## src/rtl/dma_hs_pkg.sv

```systemverilog
package dma_hs_pkg;

  typedef enum logic [2:0] {
    HS_IDLE  = 3'd0,
    HS_DELAY = 3'd1,
    HS_ACK   = 3'd2,
    HS_STRB  = 3'd3,
    HS_GAP   = 3'd4
  } hs_state_e;

  typedef enum logic {
    BUS_SPLIT = 1'b0,
    BUS_RWDS  = 1'b1
  } bus_style_e;

endpackage

```

## src/rtl/dma_hs_tick.sv

```systemverilog
module dma_hs_tick #(
  parameter int SLOW_DIV = 2
) (
  input  logic clk,
  input  logic rst,
  input  logic slow,
  output logic tick
);
  generate
    if (SLOW_DIV > 1) begin : g_div
      localparam int PH_W = $clog2(SLOW_DIV);
      localparam logic [PH_W-1:0] PH_LAST = PH_W'(SLOW_DIV - 1);
      logic [PH_W-1:0] ph_q;

      always_ff @(posedge clk) begin
        if (rst) begin
          ph_q <= '0;
        end else if (ph_q == PH_LAST) begin
          ph_q <= '0;
        end else begin
          ph_q <= ph_q + 1'b1;
        end
      end

      assign tick = !slow || (ph_q == PH_LAST);
    end else begin : g_nodiv
      logic unused_ok;
      assign unused_ok = slow ^ rst ^ clk;
      assign tick = 1'b1;
    end
  endgenerate
endmodule

```

## src/rtl/dma_hs_fsm.sv

```systemverilog
module dma_hs_fsm
  import dma_hs_pkg::*;
#(
  parameter int DELAY_BASE  = 2,
  parameter int CODE_W      = 2,
  parameter int WIDE_TICKS  = 2
) (
  input  logic              clk,
  input  logic              rst,
  input  logic              en,
  input  logic              tick,
  input  logic              req_act,
  input  logic [CODE_W-1:0] delay_code,
  input  logic              wide,
  input  logic              dir_rd,
  input  logic              out_empty,
  input  logic              in_full,
  output hs_state_e         state,
  output logic              dir_lat,
  output logic              xfer
);
  localparam int DLY_MAX = DELAY_BASE + (1 << CODE_W) - 1;
  localparam int CNT_W   = $clog2(DLY_MAX + 1);
  localparam int W_W     = (WIDE_TICKS > 1) ? $clog2(WIDE_TICKS) : 1;

  hs_state_e        state_q, state_n;
  logic [CNT_W-1:0] cnt_q, cnt_n;
  logic [W_W-1:0]   wcnt_q, wcnt_n;
  logic             dir_q, dir_n;
  logic             xfer_q, xfer_n;

  logic [CNT_W-1:0] dly_last;
  logic [W_W-1:0]   wid_last;
  logic             side_ok;

  assign dly_last = CNT_W'(DELAY_BASE) + CNT_W'(delay_code) - 1'b1;
  assign wid_last = wide ? W_W'(WIDE_TICKS - 1) : '0;
  assign side_ok  = dir_rd ? !out_empty : !in_full;

  always_comb begin
    state_n = state_q;
    cnt_n   = cnt_q;
    wcnt_n  = wcnt_q;
    dir_n   = dir_q;
    xfer_n  = 1'b0;
    if (!en) begin
      state_n = HS_IDLE;
      cnt_n   = '0;
      wcnt_n  = '0;
    end else if (tick) begin
      unique case (state_q)
        HS_IDLE: begin
          if (req_act) begin
            state_n = HS_DELAY;
            cnt_n   = '0;
          end
        end
        HS_DELAY: begin
          if (!req_act) begin
            state_n = HS_IDLE;
          end else if (cnt_q >= dly_last) begin
            if (side_ok) begin
              state_n = HS_ACK;
              dir_n   = dir_rd;
            end
          end else begin
            cnt_n = cnt_q + 1'b1;
          end
        end
        HS_ACK: begin
          state_n = HS_STRB;
          wcnt_n  = '0;
        end
        HS_STRB: begin
          if (wcnt_q >= wid_last) begin
            state_n = HS_GAP;
            xfer_n  = 1'b1;
          end else begin
            wcnt_n = wcnt_q + 1'b1;
          end
        end
        HS_GAP: begin
          if (!req_act) begin
            state_n = HS_IDLE;
          end else if (side_ok) begin
            state_n = HS_ACK;
            dir_n   = dir_rd;
          end
        end
        default: state_n = HS_IDLE;
      endcase
    end
  end

  always_ff @(posedge clk) begin
    if (rst) begin
      state_q <= HS_IDLE;
      cnt_q   <= '0;
      wcnt_q  <= '0;
      dir_q   <= 1'b1;
      xfer_q  <= 1'b0;
    end else begin
      state_q <= state_n;
      cnt_q   <= cnt_n;
      wcnt_q  <= wcnt_n;
      dir_q   <= dir_n;
      xfer_q  <= xfer_n;
    end
  end

  assign state   = state_q;
  assign dir_lat = dir_q;
  assign xfer    = xfer_q;
endmodule

```

## src/rtl/dma_hs_pins.sv

```systemverilog
module dma_hs_pins
  import dma_hs_pkg::*;
(
  input  hs_state_e  state,
  input  logic       dir_lat,
  input  bus_style_e style,
  input  logic       ack_high,
  output logic       ack_pin,
  output logic       rd_o,
  output logic       wr_o,
  output logic       ds_o,
  output logic       rw_o
);
  logic ack_act, strobe;

  assign ack_act = (state == HS_ACK) || (state == HS_STRB);
  assign strobe  = (state == HS_STRB);

  assign ack_pin = ack_high ? ack_act : !ack_act;

  always_comb begin
    rd_o = 1'b0;
    wr_o = 1'b0;
    ds_o = 1'b0;
    rw_o = 1'b1;
    if (style == BUS_SPLIT) begin
      rd_o = strobe && dir_lat;
      wr_o = strobe && !dir_lat;
    end else begin
      ds_o = strobe;
      if (ack_act) rw_o = dir_lat;
    end
  end
endmodule

```

## src/rtl/dma_hs_seq.sv

```systemverilog
module dma_hs_seq
  import dma_hs_pkg::*;
#(
  parameter int SLOW_DIV   = 2,
  parameter int DELAY_BASE = 2,
  parameter int CODE_W     = 2,
  parameter int WIDE_TICKS = 2
) (
  input  logic              clk,
  input  logic              rst,
  input  logic              periph_en,
  input  logic              cfg_half_clk,
  input  logic              cfg_wide_strobe,
  input  logic [CODE_W-1:0] cfg_delay_code,
  input  logic              cfg_req_high,
  input  logic              cfg_ack_high,
  input  logic              cfg_bus_sel,
  input  logic              req_pin,
  input  logic              dir_rd,
  input  logic              out_empty,
  input  logic              in_full,
  output logic              ack_pin,
  output logic              rd_o,
  output logic              wr_o,
  output logic              ds_o,
  output logic              rw_o,
  output logic              xfer_o
);
  logic      tick, req_act, dir_lat;
  hs_state_e state;

  assign req_act = (req_pin == cfg_req_high);

  dma_hs_tick #(.SLOW_DIV(SLOW_DIV)) u_tick (
    .clk  (clk),
    .rst  (rst),
    .slow (cfg_half_clk),
    .tick (tick)
  );

  dma_hs_fsm #(
    .DELAY_BASE (DELAY_BASE),
    .CODE_W     (CODE_W),
    .WIDE_TICKS (WIDE_TICKS)
  ) u_fsm (
    .clk        (clk),
    .rst        (rst),
    .en         (periph_en),
    .tick       (tick),
    .req_act    (req_act),
    .delay_code (cfg_delay_code),
    .wide       (cfg_wide_strobe),
    .dir_rd     (dir_rd),
    .out_empty  (out_empty),
    .in_full    (in_full),
    .state      (state),
    .dir_lat    (dir_lat),
    .xfer       (xfer_o)
  );

  dma_hs_pins u_pins (
    .state    (state),
    .dir_lat  (dir_lat),
    .style    (bus_style_e'(cfg_bus_sel)),
    .ack_high (cfg_ack_high),
    .ack_pin  (ack_pin),
    .rd_o     (rd_o),
    .wr_o     (wr_o),
    .ds_o     (ds_o),
    .rw_o     (rw_o)
  );
endmodule

```

## config.mk

```make
export PLATFORM = sky130hd
export DESIGN_NAME = dma_hs_seq
export DESIGN_NICKNAME = d
export VERILOG_FILES = /design/src/rtl/dma_hs_pkg.sv /design/src/rtl/dma_hs_tick.sv /design/src/rtl/dma_hs_fsm.sv /design/src/rtl/dma_hs_pins.sv /design/src/rtl/dma_hs_seq.sv
export SDC_FILE = /design/constraint.sdc
export NUM_CORES = 1
export LEC_CHECK = 0
export ABC_AREA = 1
export CAP_MARGIN = 40
export CELL_PAD_IN_SITES_DETAIL_PLACEMENT = 1
export CELL_PAD_IN_SITES_GLOBAL_PLACEMENT = 1
export CORE_ASPECT_RATIO = 1.75
export CORE_UTILIZATION = 29
export DETAILED_ROUTE_END_ITERATION = 7
export PLACE_DENSITY = 0.78
export SYNTH_ARGS = -nofsm -noshare
export SYNTH_HDL_FRONTEND = slang
export SYNTH_SLANG_ARGS = --single-unit
```

## constraint.sdc

```tcl
create_clock -name clk -period 1.43 [get_ports clk]
set_clock_uncertainty 0.1 [all_clocks]
set_input_delay 0.143 -clock clk [delete_from_list [all_inputs] [get_ports clk]]
set_output_delay 0.143 -clock clk [all_outputs]
set_load 0.01 [all_outputs]
```

# --- Word-level counts from Yosys, hierarchy flattened ---
# Index checks and enable logic that the tools add are counted.
classes:
  add_sub_neg: 5
  order_cmp: 2
  eq_ne: 13
  n_mux: 27
  bitwise_logic: 3
  reduce_logical: 20
op_table:
  columns: ["cell", "n"]
  rows:
  - ["$mux W3", 9]
  - ["$pmux W3 S5", 1]
  - ["$mux W1", 14]
  - ["$ne A2 B1 Y1 const B", 4]
  - ["$eq A3 B2 Y1 const B", 2]
  - ["$ne A2 B2 Y1 const B", 3]
  - ["$pmux W3 S2", 1]
  - ["$reduce_and A6 Y1", 1]
  - ["$reduce_bool A2 Y1", 3]
  - ["$logic_not A1 Y1", 5]
  - ["$reduce_and A5 Y1", 1]
  - ["$pmux W1 S2", 2]
  - ["$reduce_and A4 Y1", 1]
  - ["$reduce_or A2 Y1", 2]
  - ["$reduce_or A4 Y1", 1]
  - ["$add A2 B2 Y3 const A", 1]
  - ["$add A3 B1 Y3 const B", 1]
  - ["$eq A3 B1 Y1 const B", 1]
  - ["$eq A3 B3 Y1 const B", 1]
  - ["$ge A3 B3 Y1", 1]
  - ["$logic_not A3 Y1", 1]
  - ["$ne A3 B3 Y1 const B", 1]
  - ["$not A1 Y1", 3]
  - ["$reduce_and A3 Y1", 1]
  - ["other kinds (6)", 9]
word_totals:
  reg_bits: 10
  inputBits: 14
  out_inout_bits: 6
  word_cells: 76

# --- Depth between registers and ports, before layout ---
logic_depth:
  depth_word: 6
  mapped_depth: 13
  ltp_nobuf: 13

# --- Hierarchy ---
# Synthesis repeated with hierarchy kept, for this count alone.
hier_totals:
  cells_unflattened: 128
  area_unflattened_um2: 768.2
modules_own_cells:
  columns: ["module", "instances", "cells_each", "area_per_inst_um2", "seq_area_each_um2"]
  rows:
  - ["dma_hs_fsm", 1, 104, 651.9, 180.2]
  - ["dma_hs_pins", 1, 15, 66.3, 0.0]
  - ["dma_hs_tick", 1, 4, 31.3, 20.0]
  - ["dma_hs_seq", 1, 5, 18.8, 0.0]

# --- Worst setup path before layout ---
# OpenSTA, ideal clock, no wires.
synth_path:
  path_type: "input-to-reg"
  startpoint: "input port cfg_delay_code[0]"
  endpoint: "register u_fsm.cnt_q[0]"
  setup_ns: 0.114
  arrival_ns: 1.271
  required_time_ns: 1.216
  slack_ns: -0.055
  path_stages: 11
  n_path_buf: 0
  cell_sequence: "ha_1 inv_1 ha_1 nand2_1 inv_1 nand2_1 nand2_1 nand2_1 nand3_2 a21oi_1 nor2_1"
synth_via:
  elab_chain_len: 5
synth_lines:
  columns: ["item", "line", "rtl"]
  rows:
  - ["start, declared", "dma_hs_seq.sv:14", "input logic [CODE_W-1:0] cfg_delay_code,"]
  - ["$add A2 B2 Y3", "dma_hs_fsm.sv:36", "assign dly_last = CNT_W'(DELAY_BASE) + CNT_W'(delay_code) - 1'b1;"]
  - ["$sub A3 B1 Y3", "dma_hs_fsm.sv:36", null]
  - ["$ge A3 B3 Y1", "dma_hs_fsm.sv:61", "end else if (cnt_q >= dly_last) begin"]
  - ["$ne A2 B2 Y1 (no source line)", null, null]
  - ["$reduce_and A5 Y1 (no source line)", null, null]
  - ["end signal, assigned", "dma_hs_fsm.sv:104", "cnt_q <= cnt_n;"]
  - ["end, declared", "dma_hs_fsm.sv:27", "logic [CNT_W-1:0] cnt_q, cnt_n;"]
# No other way between the ends.
# A chain may end at the register's enable or synchronous reset.

# --- Worst setup path in the final report ---
layout_path:
  startpoint: "register u_fsm.state_q[2] (netlist: u_fsm.state[2])"
  endpoint: "register u_fsm.state_q[1] (netlist: u_fsm.state[1])"
layout_via:
  elab_chain_len: 3
  elab_cells_between_ends: 10
  classes_between: "eq/ne: 7; mux: 1; reduce/logical: 2"
layout_lines:
  columns: ["item", "line", "rtl"]
  rows:
  - ["start, declared", "dma_hs_fsm.sv:26", "hs_state_e state_q, state_n;"]
  - ["start signal, assigned", "dma_hs_fsm.sv:103", "state_q <= state_n;"]
  - ["$eq A3 B1 Y1, or another cell as far along", "dma_hs_fsm.sv:51", "unique case (state_q)"]
  - ["$ne A3 B3 Y1 (no source line), or another cell as far along", null, null]
  - ["$reduce_and A4 Y1 (no source line)", null, null]
# Several ways; a longest one is shown, not always the timed one.

==> results.ini <==
[worst_setup_path]
cp-start-kind=register
cp-end-kind=register
crit_type=register to register
path_max_fanout=5
cp.arrival_ns=1.61
cp.required_ns=1.47

[synth]
yosysTopAreaCellShare_pct=25.4
syn_inst=131
synthTopCellsByArea=dfxtp_1 (25%), nand2_1 (16%), inv_1 (11%), nor2_1 (9.0%), ha_1 (7.9%)
synth_fp_nets=150
synth_edf_count=0
seq_area_frac_synth_pct=25.4
syn_avg_cell_area_um2=6.02
synthFlopType=dfxtp_1
synth_cell_type_count=17
yosysWarnings=0
synthesis.area_um2=788
post-synth-top-area-cell=dfxtp_1
async_reset_ff_share_pct=0
synth-seq-cells=10

[cells_and_area]
syn2layout_area_growth_pct=80.5
utilization_pct=56.4
nNetsFinal=197
drive_gt1_share_pct=48.3
postLayoutCellArea_mm2=0.00142
nFillCells=332
diodes=0

[timing]
maxSlewHeadroom_pct=77.4
fmax_mhz=636
timing.final.ws_setup_ns=-0.142
finalSetupViolCount=7
tns_ns=-0.497
min_period_over_period_pct=110
hold_viol_final=0
period_needed_ns=1.57
rsz0062_at_grt=true
tightest_slew_ns=0.338
slew_violations=0
holdWs_ns=0.325

[clock_network]
cts_root_buf=clkbuf_8
htreeDepth=1
holdBufCountCts=0
cts.path.max_buffers=2
cts_sinks=10
cts_tree=done
clock_latency_ns=0.24
clk_pin_slew_ns=0.05
cts-buffers-inserted=3

[place]
post-dp-hpwl_um=2090
gp_congestion=0.864
portBuffers=19
postPlaceCellArea_mm2=0.00115

[pwr]
peakVddDrop_uv=528
p_per_area_mw_per_mm2=746
p_leak_nw=0.705

[floorplanning]
fp.dieArea_mm2=0.00294
fp.dieW_um=41.4
row_count=24
io-pin-count=20
die_h_um=71.0
start_util_pct=31.3
coreArea_mm2=0.00252

[routing]
drt_iter0_drc=41
drt_first_pass_iters=4
drcViolationCount=0
via_count=1009
ant_nets=0
drt_wl_total_um=3230
wire_per_inst_um=16.0
via_per_inst=5.00

[global_route]
grt_max_degree=6
grt_overflow=0
grt_pass1_vias=1057
grt_pass1_wl_um=4550
antenna_found_initial=0
grt_use_total_pct=20.4

[status]
violations=setup timing
status=complete, but fails checks

[run]
maxCapViolCount=0

[worst_hold_path]
hold_class=register to register

[sequential cells by signal, indices dropped and copies added, names as in the netlist]
| register | count |
|---|---|
| u_fsm.dir_lat | 1 |
| u_fsm.wcnt_q | 1 |
| u_fsm.cnt_q | 3 |
| u_tick.g_div.ph_q | 1 |
| u_fsm.xfer | 1 |
| u_fsm.state | 3 |
[where the power goes]
part | leakage, nW | internal (W) | switching, W | total, W
Combinational | 0.599 | 0.000195 | 0.000250 | 0.000445
Clock | 0.0216 | 0.000186 | 0.000126 | 0.000312
Sequential | 0.0841 | 0.000294 | 0.0000110 | 0.000305
Total | 0.705 | 0.000675 | 0.000386 | 0.00106
[final cells by class]
cell class	instances	area, um^2	area share, %
clock buffers	3	41.3	2.90
inverters	26	97.6	6.86
multi-input cells	95	691	48.5
flip-flops and latches	10	208	14.6
well taps	26	32.5	2.29
repair buffers	42	353	24.8
[layout by cell type, fill, tap and decap left out, types with 3 or more instances in the layout]
master,netlist,layout
a21oi_1,5,3
buf_2,0,4
buf_4,0,22
clkbuf_8,0,3
clkdlybuf4s50_1,0,10
dfxtp_1,10,4
dfxtp_2,0,6
ha_4,0,4
inv_1,24,20
inv_2,2,6
nand2_1,33,20
nand2_2,5,11
nand2_4,0,7
nand3_1,8,6
nor2_1,19,13
nor2_2,5,6
nor2_4,2,7
[layer usage]
metal | global-route usage (%) | vias up | wire length (um)
met2 | 45.0 | 27 | 2100
met1 | 16.9 | 483 | 993
li1 | - | 490 | -
met5 | 0 | - | 0
met4 | 6.09 | 0 | 82
met3 | 3.06 | 9 | 62
[synth_stat cells, types with 3 or more instances]
library cell,instances
nand2_1,33
o21ai_0,3
a21oi_1,5
inv_1,24
ha_1,5
nor2_2,5
nor3_1,4
nand2_2,5
nand3_1,8
nor2_1,19
dfxtp_1,10
[through the flow]
step / total power (W) / cells / setup slack (ns)
after floorplan: 0.000474 / 131 / 0.00247
after global placement: 0.000594 / 192 / -0.586
after detailed placement: 0.000613 / 192 / -0.678
after CTS: 0.000988 / 199 / -0.0857
after global routing: 0.00112 / 202 / -0.184
final: 0.00106 / 202 / -0.142
[cell families (layout without fill, tap and decap cells)]
family	count (synthesis)	count (layout)	synth area share (%)
and+or+nand+nor	80	80	47.0
buffers and inverters	26	71	12.4
DFF	10	10	25.4
AOI/OAI and AO/OA	8	8	5.08
adders and majority gates	5	5	7.94
xor gates and xnor gates	2	2	2.22
[final timing paths]
kind                                  endpoint                         start  slack (ns)  depth (start not counted)
setup reg to reg   u_fsm.state[1]$_SDFFE_PP0P_   u_fsm.state[2]$_SDFFE_PP0P_       -0.14                         10
setup / recovery   u_fsm.state[1]$_SDFFE_PP0P_   u_fsm.state[2]$_SDFFE_PP0P_       -0.14                         10
hold / removal    u_tick.g_div.ph_q$_SDFF_PP0_  u_tick.g_div.ph_q$_SDFF_PP0_        0.32                          1
hold reg to reg   u_tick.g_div.ph_q$_SDFF_PP0_  u_tick.g_div.ph_q$_SDFF_PP0_        0.32                          1
[critical path: stages (launching register included)]
cell and delay [ns]:
dfxtp_2 0.37, buf_6 0.15, nor2_4 0.06, nand2_4 0.08, nor2_4 0.05, nor2_4 0.22
nand2_4 0.11, inv_1 0.09, nand3_1 0.09, nand2_1 0.10, nor2_1 0.05
[what timing repair did]
action,CTS,global route
endpoints found under the hold margin,0,0
pin swaps,15,15
gates resized for setup,56,24
buffers inserted,4,3
setup endpoints to repair,13,11
No activity file was read; power rests on OpenSTA's default activity.
